**config.mk**
```make
export PLATFORM = sky130hd
export DESIGN_NAME = bru_pc_unit
export DESIGN_NICKNAME = d
export VERILOG_FILES = /design/src/rtl/bru_pkg.sv /design/src/rtl/bru_cond.sv /design/src/rtl/bru_next.sv /design/src/rtl/bru_pc_unit.sv
export SDC_FILE = /design/constraint.sdc
export NUM_CORES = 1
export LEC_CHECK = 0
export CAP_MARGIN = 40
export CELL_PAD_IN_SITES_DETAIL_PLACEMENT = 2
export CELL_PAD_IN_SITES_GLOBAL_PLACEMENT = 2
export CORE_MARGIN = 4
export CORE_UTILIZATION = 27
export DETAILED_ROUTE_END_ITERATION = 8
export PLACE_DENSITY_LB_ADDON = 0.1
export SYNTH_ARGS = -nofsm -noshare
export SYNTH_HDL_FRONTEND = slang
export SYNTH_HIERARCHICAL = 1
export SYNTH_SLANG_ARGS = --single-unit
```
**constraint.sdc**
```tcl
create_clock -name clk -period 5.91 [get_ports clk]
set_clock_uncertainty 0.1 [all_clocks]
set_input_delay 1.182 -clock clk [delete_from_list [all_inputs] [get_ports clk]]
set_output_delay 1.182 -clock clk [all_outputs]
set_load 0.1 [all_outputs]
```
**src/rtl/bru_pkg.sv**
```systemverilog
package bru_pkg;
  localparam int OP_W = 4;

  typedef enum logic [OP_W-1:0] {
    BOP_SEQ  = 4'd0,
    BOP_HALT = 4'd1,
    BOP_JUMP = 4'd2,
    BOP_CALL = 4'd3,
    BOP_RET  = 4'd4,
    BOP_EQ   = 4'd5,
    BOP_NE   = 4'd6,
    BOP_LT   = 4'd7,
    BOP_GT   = 4'd8,
    BOP_LE   = 4'd9,
    BOP_GE   = 4'd10
  } bop_e;
endpackage

```
**src/rtl/bru_cond.sv**
```systemverilog
module bru_cond
  import bru_pkg::*;
#(
  parameter int XLEN = 64
) (
  input  logic [OP_W-1:0] op,
  input  logic [XLEN-1:0] a,
  input  logic [XLEN-1:0] b,
  output logic            cond_true
);
  logic eq, lt;

  assign eq = (a == b);
  assign lt = ($signed(a) < $signed(b));

  always_comb begin
    case (op)
      BOP_EQ:  cond_true = eq;
      BOP_NE:  cond_true = !eq;
      BOP_LT:  cond_true = lt;
      BOP_GT:  cond_true = !lt && !eq;
      BOP_LE:  cond_true = lt || eq;
      BOP_GE:  cond_true = !lt;
      default: cond_true = 1'b0;
    endcase
  end
endmodule

```
**src/rtl/bru_next.sv**
```systemverilog
module bru_next
  import bru_pkg::*;
#(
  parameter int XLEN       = 64,
  parameter int INSN_BYTES = 8
) (
  input  logic [OP_W-1:0] op,
  input  logic            cond_true,
  input  logic [XLEN-1:0] pc_cur,
  input  logic [XLEN-1:0] rp_cur,
  input  logic [XLEN-1:0] target,
  output logic [XLEN-1:0] pc_nxt,
  output logic [XLEN-1:0] link_val,
  output logic            link_we,
  output logic            redirect,
  output logic            stop
);
  localparam logic [XLEN-1:0] STEP = XLEN'(INSN_BYTES);

  logic [XLEN-1:0] seq_pc;
  assign seq_pc   = pc_cur + STEP;
  assign link_val = seq_pc;

  always_comb begin
    pc_nxt   = seq_pc;
    link_we  = 1'b0;
    redirect = 1'b0;
    stop     = 1'b0;
    case (op)
      BOP_HALT: begin
        pc_nxt = pc_cur;
        stop   = 1'b1;
      end
      BOP_JUMP: begin
        pc_nxt   = target;
        redirect = 1'b1;
      end
      BOP_CALL: begin
        pc_nxt   = target;
        redirect = 1'b1;
        link_we  = 1'b1;
      end
      BOP_RET: begin
        pc_nxt   = rp_cur;
        redirect = 1'b1;
      end
      BOP_EQ, BOP_NE, BOP_LT, BOP_GT, BOP_LE, BOP_GE: begin
        if (cond_true) begin
          pc_nxt   = target;
          redirect = 1'b1;
        end
      end
      default: ;
    endcase
  end
endmodule

```
**src/rtl/bru_pc_unit.sv**
```systemverilog
module bru_pc_unit
  import bru_pkg::*;
#(
  parameter int XLEN       = 64,
  parameter int INSN_BYTES = 8
) (
  input  logic            clk,
  input  logic            rst,
  input  logic            adv,
  input  logic [3:0]      op,
  input  logic [XLEN-1:0] opnd_a,
  input  logic [XLEN-1:0] opnd_b,
  input  logic [XLEN-1:0] target,
  output logic [XLEN-1:0] pc,
  output logic            halted,
  output logic            taken
);
  logic [XLEN-1:0] pc_q, rp_q, pc_nxt, link_val;
  logic            halt_q, taken_q, cond_true, link_we, redirect, stop;
  logic            fire;

  assign fire = adv && !halt_q;

  bru_cond #(.XLEN(XLEN)) u_cond (
    .op(op), .a(opnd_a), .b(opnd_b), .cond_true(cond_true)
  );

  bru_next #(.XLEN(XLEN), .INSN_BYTES(INSN_BYTES)) u_next (
    .op(op), .cond_true(cond_true), .pc_cur(pc_q), .rp_cur(rp_q),
    .target(target), .pc_nxt(pc_nxt), .link_val(link_val),
    .link_we(link_we), .redirect(redirect), .stop(stop)
  );

  always_ff @(posedge clk) begin
    if (rst) begin
      pc_q    <= '0;
      rp_q    <= '0;
      halt_q  <= 1'b0;
      taken_q <= 1'b0;
    end else if (fire) begin
      pc_q    <= pc_nxt;
      halt_q  <= stop;
      taken_q <= redirect;
      if (link_we) rp_q <= link_val;
    end else begin
      taken_q <= 1'b0;
    end
  end

  assign pc     = pc_q;
  assign halted = halt_q;
  assign taken  = taken_q;

  localparam logic [XLEN-1:0] STEP_A = XLEN'(INSN_BYTES);

  p_seq_step_r2: assert property (@(posedge clk) disable iff (rst)
    (adv && !halted && op == BOP_SEQ) |=> (pc == $past(pc) + STEP_A) && !taken);

  p_idle_hold_r3: assert property (@(posedge clk) disable iff (rst)
    !adv |=> $stable(pc) && !taken);

  p_jump_load_r4: assert property (@(posedge clk) disable iff (rst)
    (adv && !halted && op == BOP_JUMP) |=> (pc == $past(target)) && taken);

  p_call_load_r5: assert property (@(posedge clk) disable iff (rst)
    (adv && !halted && op == BOP_CALL) |=> (pc == $past(target)) && taken);

  p_halt_sticky_r9: assert property (@(posedge clk) disable iff (rst)
    halted |=> halted && $stable(pc) && !taken);

  p_halt_enter_r9: assert property (@(posedge clk) disable iff (rst)
    (adv && !halted && op == BOP_HALT) |=> halted && $stable(pc));
endmodule

```
==> metrics.md, run 1 <==
| Metric | Value |
|---|---|
| Run status | completed |
| Minimum clock period | 5560 ps |
| Worst Setup SP | opnd_b[14] |
| Seq/Total Area, Yosys | 27.2% |
| Max VDD drop | 0.213 mV |
| Dpl cells | 2037 |
| Vias per cell | 5.40 |
| Diodes inserted | 0 |
| Core Region | 34700 um2 |
| Final TNS setup | 0 ps |
| Total Wirelength | 46.0 mm |
| Syn Nets | 1589 |
| CTS buffer count | 17 |
| Max Slew Vio Count | 0 |
| Mux cell area share after synthesis | 0.105% |
| Top cells by area, synth | dfxtp_1, nand2_1, ha_1, a21oi_1, a221o_1 |
| Number of routed nets with antenna violations | 0 |
| Synth top area share | 27.2% |
| Fin. Hold Viols | 0 |
| Die Area | 38500 um2 |
| Iteration-0 DRC Markers | 530 |
| Pre-antenna DRT Iters | 5 |
| Max clock buf depth | 2 |
| Row cnt | 68 |
| H-tree lvl count | 4 |
| Syn_area_per_cell | 7.22 um2 |
| # setup viols final | 0 |
| Largest family of logic cells by synthesized area | simple AND/OR/NAND/NOR gates |
| Hold Crit Class | flop to flop |
| Total track usage | 23.5% |
| # resized after CTS | 0 |
| RSZ-0062 raised after global routing | false |
| Placer Congestion | 0.787 |
| Synth Area in Simple Gates | 26.5% |
| I/O Pins | 265 |
| FF-to-FF End | pc[44] |
| Top FF cell, synth | dfxtp_1 |
| Filler cells | 3903 |
| Vias in the first global route | 12100 |
| Power Density | 198 nW/um2 |
| Largest net degree at the start of global routing | 67 |
| # hold bufs at CTS | 0 |
| Fmax | 180 MHz |
| Number of flops mapped to enable cells by yosys | 0 |
| Slew headroom | 43.5% |
| Post-CTS setup buffers | 0 |
| Mapped cell area | 9560 um2 |
| Root buffer selected by CTS | clkbuf_16 |
| First-pass GRT wire length | 72.0 mm |
| RR Startpoint | pc[27] |
| Initial antenna violation count | 1 |
| Layout cells sized above 1 | 8.61% |
| Leak pwr | 0.00545 uW |
| Area leader, netlist | dfxtp_1 |
| CTS sink cnt | 130 |
| Final #Nets | 1865 |
| Async SR Flop Fraction | 0% |
| Clock transition at path regs | 70 ps |
| Post-Synth XOR/XNOR Area | 5.31% |
| Vias | 11200 |
| Die H | 196 um |
| Initial Utilization | 27.5% |
| R2R setup slack | 2590 ps |
| Wirelength per Cell | 22.2 um |
| Ys Warns | 6 |
| Reg2Reg Depth | 7 |
| Final Non-Filler Cells | 2069 |
| Most frequent cells in the layout | nand2_1, clkdlybuf4s50_1, a21oi_1 |
| CTS tree | yes |
| Compound-gate portion of the synthesized area | 24.5% |
| DPL Wire Length | 33.0 mm |
| Crit path to | pc[28] |
| Worst Path Required | 6110 ps |
| Setup crit end kind | flop |
| Crit Path Max Fanout | 18 |
| Synth Area in Adders | 8.51% |
| Commonest non-fill, non-tap cell in the layout | nand2_1 |
| Total grt overflow | 0 |
| IO Port Bufs | 264 |
| Drc violations | 0 |
| Critical Path AT | 5760 ps |
| Post-synthesis cell count | 1325 |
| Slew @ Worst Pin | 848 ps |
| Clock Latency Late Sink | 460 ps |
| Area grow syn2layout | 51.1% |
| Post-synthesis register bit count | 130 |
| Setup Crit Path Kind | input port to flop |
| Worst setup SP type | input port |
| MaxCap Viol Count | 0 |
| Synth cell types | 60 |
| Tcrit/Tclk final | 94.1% |
| Die X | 196 um |
## worst min path at each step
stage,slack (ps),end,cells past startpoint,start
floorplan,340,rp_q[4],2,rp_q[4]
global placement,340,rp_q[49],2,rp_q[49]
detailed placement,350,rp_q[42],2,rp_q[42]
CTS,360,rp_q[42],2,rp_q[42]
global route,380,rp_q[40],2,rp_q[40]
finish,360,rp_q[42],2,rp_q[42]
## critical path: stages
cell and delay [ps]:
clkdlybuf4s50_1 450, inv_1 50, ha_1 320, a21oi_2 160, nand2_1 60, a221o_1 370, o31a_1 320, o21ai_1 220
o311ai_1 260, or3_1 430, o2111ai_1 190, and3b_1 230, a211oi_1 190, buf_4 240, nand3_4 240, buf_4 330
a221o_1 360, nand2_1 80, a21oi_1 70
## sequential cells by signal, summed over array words and instances, names as in the netlist
name	flops
pc	64
rp_q	64
halted	1
taken	1
## synthesized netlist by cell type, drive strengths merged, types with 2 or more instances
cell type and number:
nand4 44, and4 13, a31oi 5, o221ai 3, ha 65, buf 35, nor3 22, or3 5
and3 7, inv 86, nand2 314, and2 13, nor4 18, a221oi 5, a21boi 4, a21o 6
o31ai 2, xnor2 36, o2111ai 2, a222oi 10, nand2b 4, nor3b 2, a221o 45, a22o 38
nor2b 9, a21oi 161, and3b 2, clkbuf 62, o21ai 34, or4 5, o211a 2, nor2 25
nand3 47, a22oi 10, o211ai 7, a311oi 7, a211oi 3, xor2 22, dfxtp 130, or2 3
## power breakdown
| part | total, uW | internal (uW) | switching [uW] |
|---|---|---|---|
| registers | 949 | 899 | 50.3 |
| clock network | 1130 | 660 | 470 |
| logic | 784 | 350 | 434 |
## stage by stage
stage / worst slack, ps / total power, uW / utilization (%) / instance area, um2 / hold WS (ps)
floorplan: 954 / 1360 / - / 9560 / 336
global placement: 9.88 / 1650 / 36.2 / 12600 / 341
detailed placement: -140 / 1760 / 39.9 / 13900 / 353
CTS: 312 / 2900 / 41.6 / 14400 / 362
global route: 81.5 / 2990 / 41.6 / 14400 / 378
finish: 350 / 2860 / 41.6 / 14400 / 359
## cells by family (layout without fill, tap and decap cells)
family                     Yosys count  in the layout
adders and majority gates           65             65
muxes                                1              1
xor gates and xnor gates            58             58
buffers and inverters              184            473
and+or+nand+nor                    538            538
DFF                                130            130
AOI/OAI and AO/OA                  349            349
## cell type report
class	count	area, um2	share of cell area (%)
Clock buffer	18	429	2.97
Clock inverter	14	165	1.14
Inverter	87	327	2.26
Multi-Input combinational cell	1011	6260	43.3
Sequential cell	130	2600	18.0
Tap cell	455	569	3.94
Timing Repair Buffer	354	4100	28.4
## routing by layer
metal / GRT usage, % / vias to the layer above / wire length (um)
li1: - / 5277 / -
met4: 4.32 / 2 / 426
met1: 30.2 / 5612 / 20700
met3: 4.04 / 29 / 1880
met5: 0 / - / 13
met2: 41.8 / 248 / 22900
No activity file was read; power rests on OpenSTA's default activity.
==> inputs of run 2 (changes only) <==
--- a/config.mk
+++ b/config.mk
@@ -8,7 +8,7 @@
 export CAP_MARGIN = 40
 export CELL_PAD_IN_SITES_DETAIL_PLACEMENT = 2
 export CELL_PAD_IN_SITES_GLOBAL_PLACEMENT = 2
-export CORE_MARGIN = 4
+export CORE_MARGIN = 2
 export CORE_UTILIZATION = 27
 export DETAILED_ROUTE_END_ITERATION = 8
 export PLACE_DENSITY_LB_ADDON = 0.1
==> constraint.sdc (replaced) <==
create_clock -name clk -period 5.8 [get_ports clk]
set_clock_uncertainty 0.1 [all_clocks]
set_input_delay 1.16 -clock clk [delete_from_list [all_inputs] [get_ports clk]]
set_output_delay 1.16 -clock clk [all_outputs]
set_load 0.1 [all_outputs]
==> run 2 against run 1 <==
Against the previous run:
- utilization fell by 0.083 points
- routed wire length fell by 3.7%
- clock power decreased by 6%
- combinational power grew 2%
- worst setup slack better by 210 ps
- critical path type unchanged
- critical endpoint is now pc[57]
==> metrics.md, run 2 (synthesized netlist as in run 1, its figures left out) <==
| Metric | Value |
|---|---|
| Clock transition at path regs | 60 ps |
| Dpl cells | 2035 |
| Minimum clock period | 5240 ps |
| Hold Crit Class | flop to flop |
| Slowest CP cell | clkdlybuf4s50_1 |
| RSZ-0062 raised after global routing | false |
| Area grow syn2layout | 50.8% |
| Slew headroom | 42.8% |
| CTS tree | yes |
| Cell Chain, Critical Path | clkdlybuf4s50_1 -> inv_1 -> ha_1 -> a21oi_1 -> o21ai_0 -> a221o_1 -> o31a_1 -> o21ai_1 -> o311ai_1 -> or3_1 -> o2111ai_1 -> and3b_1 -> a211oi_1 -> nand3_2 -> buf_12 -> a222oi_1 -> o211ai_1 -> nand2_1 -> a21oi_1 |
| CTS sink cnt | 130 |
| Placed Area | 13800 um2 |
| H-tree lvl count | 4 |
| Core Region | 34700 um2 |
| Final Non-Filler Cells | 2073 |
| Leak pwr | 0.00544 uW |
| Most frequent cells in the layout | nand2_1, clkdlybuf4s50_1, a21oi_1 |
| Die H | 192 um |
| Tcrit/Tclk final | 90.4% |
| Placer Congestion | 0.790 |
| FF/Latch Area | 2600 um2 |
| Max incr delay on CP | 470 ps |
| Clock power frac | 37.6% |
| Worst Path Required | 5990 ps |
| Number of routed nets with antenna violations | 0 |
| Row cnt | 68 |
| Switch Pwr | 924 uW |
| Crit. path cell count | 19 |
| P_int | 1910 uW |
| I/O Pins | 265 |
| Drc violations | 0 |
| First-pass GRT wire length | 69.4 mm |
| # setup viols final | 0 |
| Worst setup SP type | input port |
| Layout cells sized above 1 | 8.44% |
| # resized after CTS | 0 |
| Vias in the first global route | 12000 |
| Initial Utilization | 27.5% |
| Die Area | 36900 um2 |
| IO Port Bufs | 264 |
| # hold bufs at CTS | 0 |
| Vias | 11100 |
| Crit-path most repeated cell | a21oi_1 |
| Hold depth | 2 |
| Reg2Reg Depth | 8 |
| Crit Path Max Fanout | 40 |
| Area of the multi-input gates | 6250 um2 |
| Initial antenna violation count | 7 |
| Gate power share | 28.1% |
| Post-CTS setup buffers | 0 |
| Fin. Hold Viols | 0 |
| Fmax | 191 MHz |
| Clock Latency Late Sink | 430 ps |
| DPL Wire Length | 32.0 mm |
| Setup crit end kind | flop |
| Critical Path AT | 5440 ps |
| Final #Nets | 1863 |
| Total grt overflow | 0 |
| Largest net degree at the start of global routing | 67 |
| Slew @ Worst Pin | 852 ps |
| Fin area | 14400 um2 |
| Root buffer selected by CTS | clkbuf_16 |
| Final Power | 2830 uW |
| Total track usage | 24.2% |
| Power Density | 196 nW/um2 |
| Die X | 192 um |
| Iteration-0 DRC Markers | 564 |
| CP bufs+invs | 3 |
| Setup Crit Path Kind | input port to flop |
| Run status | completed |
| Commonest non-fill, non-tap cell in the layout | nand2_1 |
| CTS buffer count | 17 |
| Max VDD drop | 0.206 mV |
| Vias per cell | 5.38 |
| Filler cells | 3988 |
| Net Sw Frac | 32.7% |
| Total Wirelength | 44.2 mm |
| CP delay by family, top | compound AO/OA/AOI/OAI gates |
| MaxCap Viol Count | 0 |
| Max clock buf depth | 2 |
| Pre-antenna DRT Iters | 5 |
| Final TNS setup | 0 ps |
| Wirelength per Cell | 21.3 um |
| Max Slew Vio Count | 0 |
| Sequential share of power | 34.3% |
[run 2: changes by cell type in the layout (fill, tap and decap cells not counted), sizes merged]
cell      before  now
clkinvlp       5    4
buf           91   89
diode          0    6
clkbuf        18   23
bufinv         3    1
clkinv         7    5
[run 2: tightest hold or removal path: stages (launching register included)]
cell and delay, ps:
dfxtp_1 310, nand2_1 50, a21oi_1 50
[run 2: through the flow]
| stage | setup slack (ps) | utilization [%] | hold WS, ps |
|---|---|---|---|
| after floorplan | 866 | - | 336 |
| after global placement | 229 | 36.3 | 341 |
| after detailed placement | 63.2 | 39.9 | 351 |
| after CTS | 486 | 41.5 | 359 |
| after global routing | 153 | 41.5 | 375 |
| final | 556 | 41.5 | 358 |
[run 2: power by group through the flow]
stage               registers [uW]  clock network, uW  logic, uW
floorplan                     1120                  0        266
global placement               988                  0        696
detailed placement             989                  0        799
CTS                            969               1090        804
global route                   975               1130        856
finish                         969               1060        796
[run 2: cell type report]
class	count	share of cell area, %
clock buffers	23	3.38
inverters	87	2.27
well taps	455	3.95
diodes	6	0.104
multi-input cells	1011	43.3
clock inverters	9	0.555
repair buffers	352	28.4
flip-flops and latches	130	18.1
[run 2: final timing paths]
path / startpoint / slack [ps] / to
worst max-delay path: opnd_b[7] / 560 / pc[57]
worst min-delay path: rp_q[42] / 360 / rp_q[42]
worst max register to register: pc[3] / 2430 / rp_q[61]
worst min register to register: rp_q[42] / 360 / rp_q[42]
[run 2: per-layer routing]
| metal | up-vias | wire [um] | GRT usage [%] | part of all wire, % |
|---|---|---|---|---|
| met2 | 252 | 21500 | 42.5 | 48 |
| met1 | 5561 | 20000 | 30.6 | 45 |
| met3 | 44 | 2180 | 4.70 | 4.9 |
| met4 | 2 | 612 | 4.96 | 1.4 |
| met5 | - | 7 | 0 | 0.016 |
| li1 | 5285 | - | - | - |
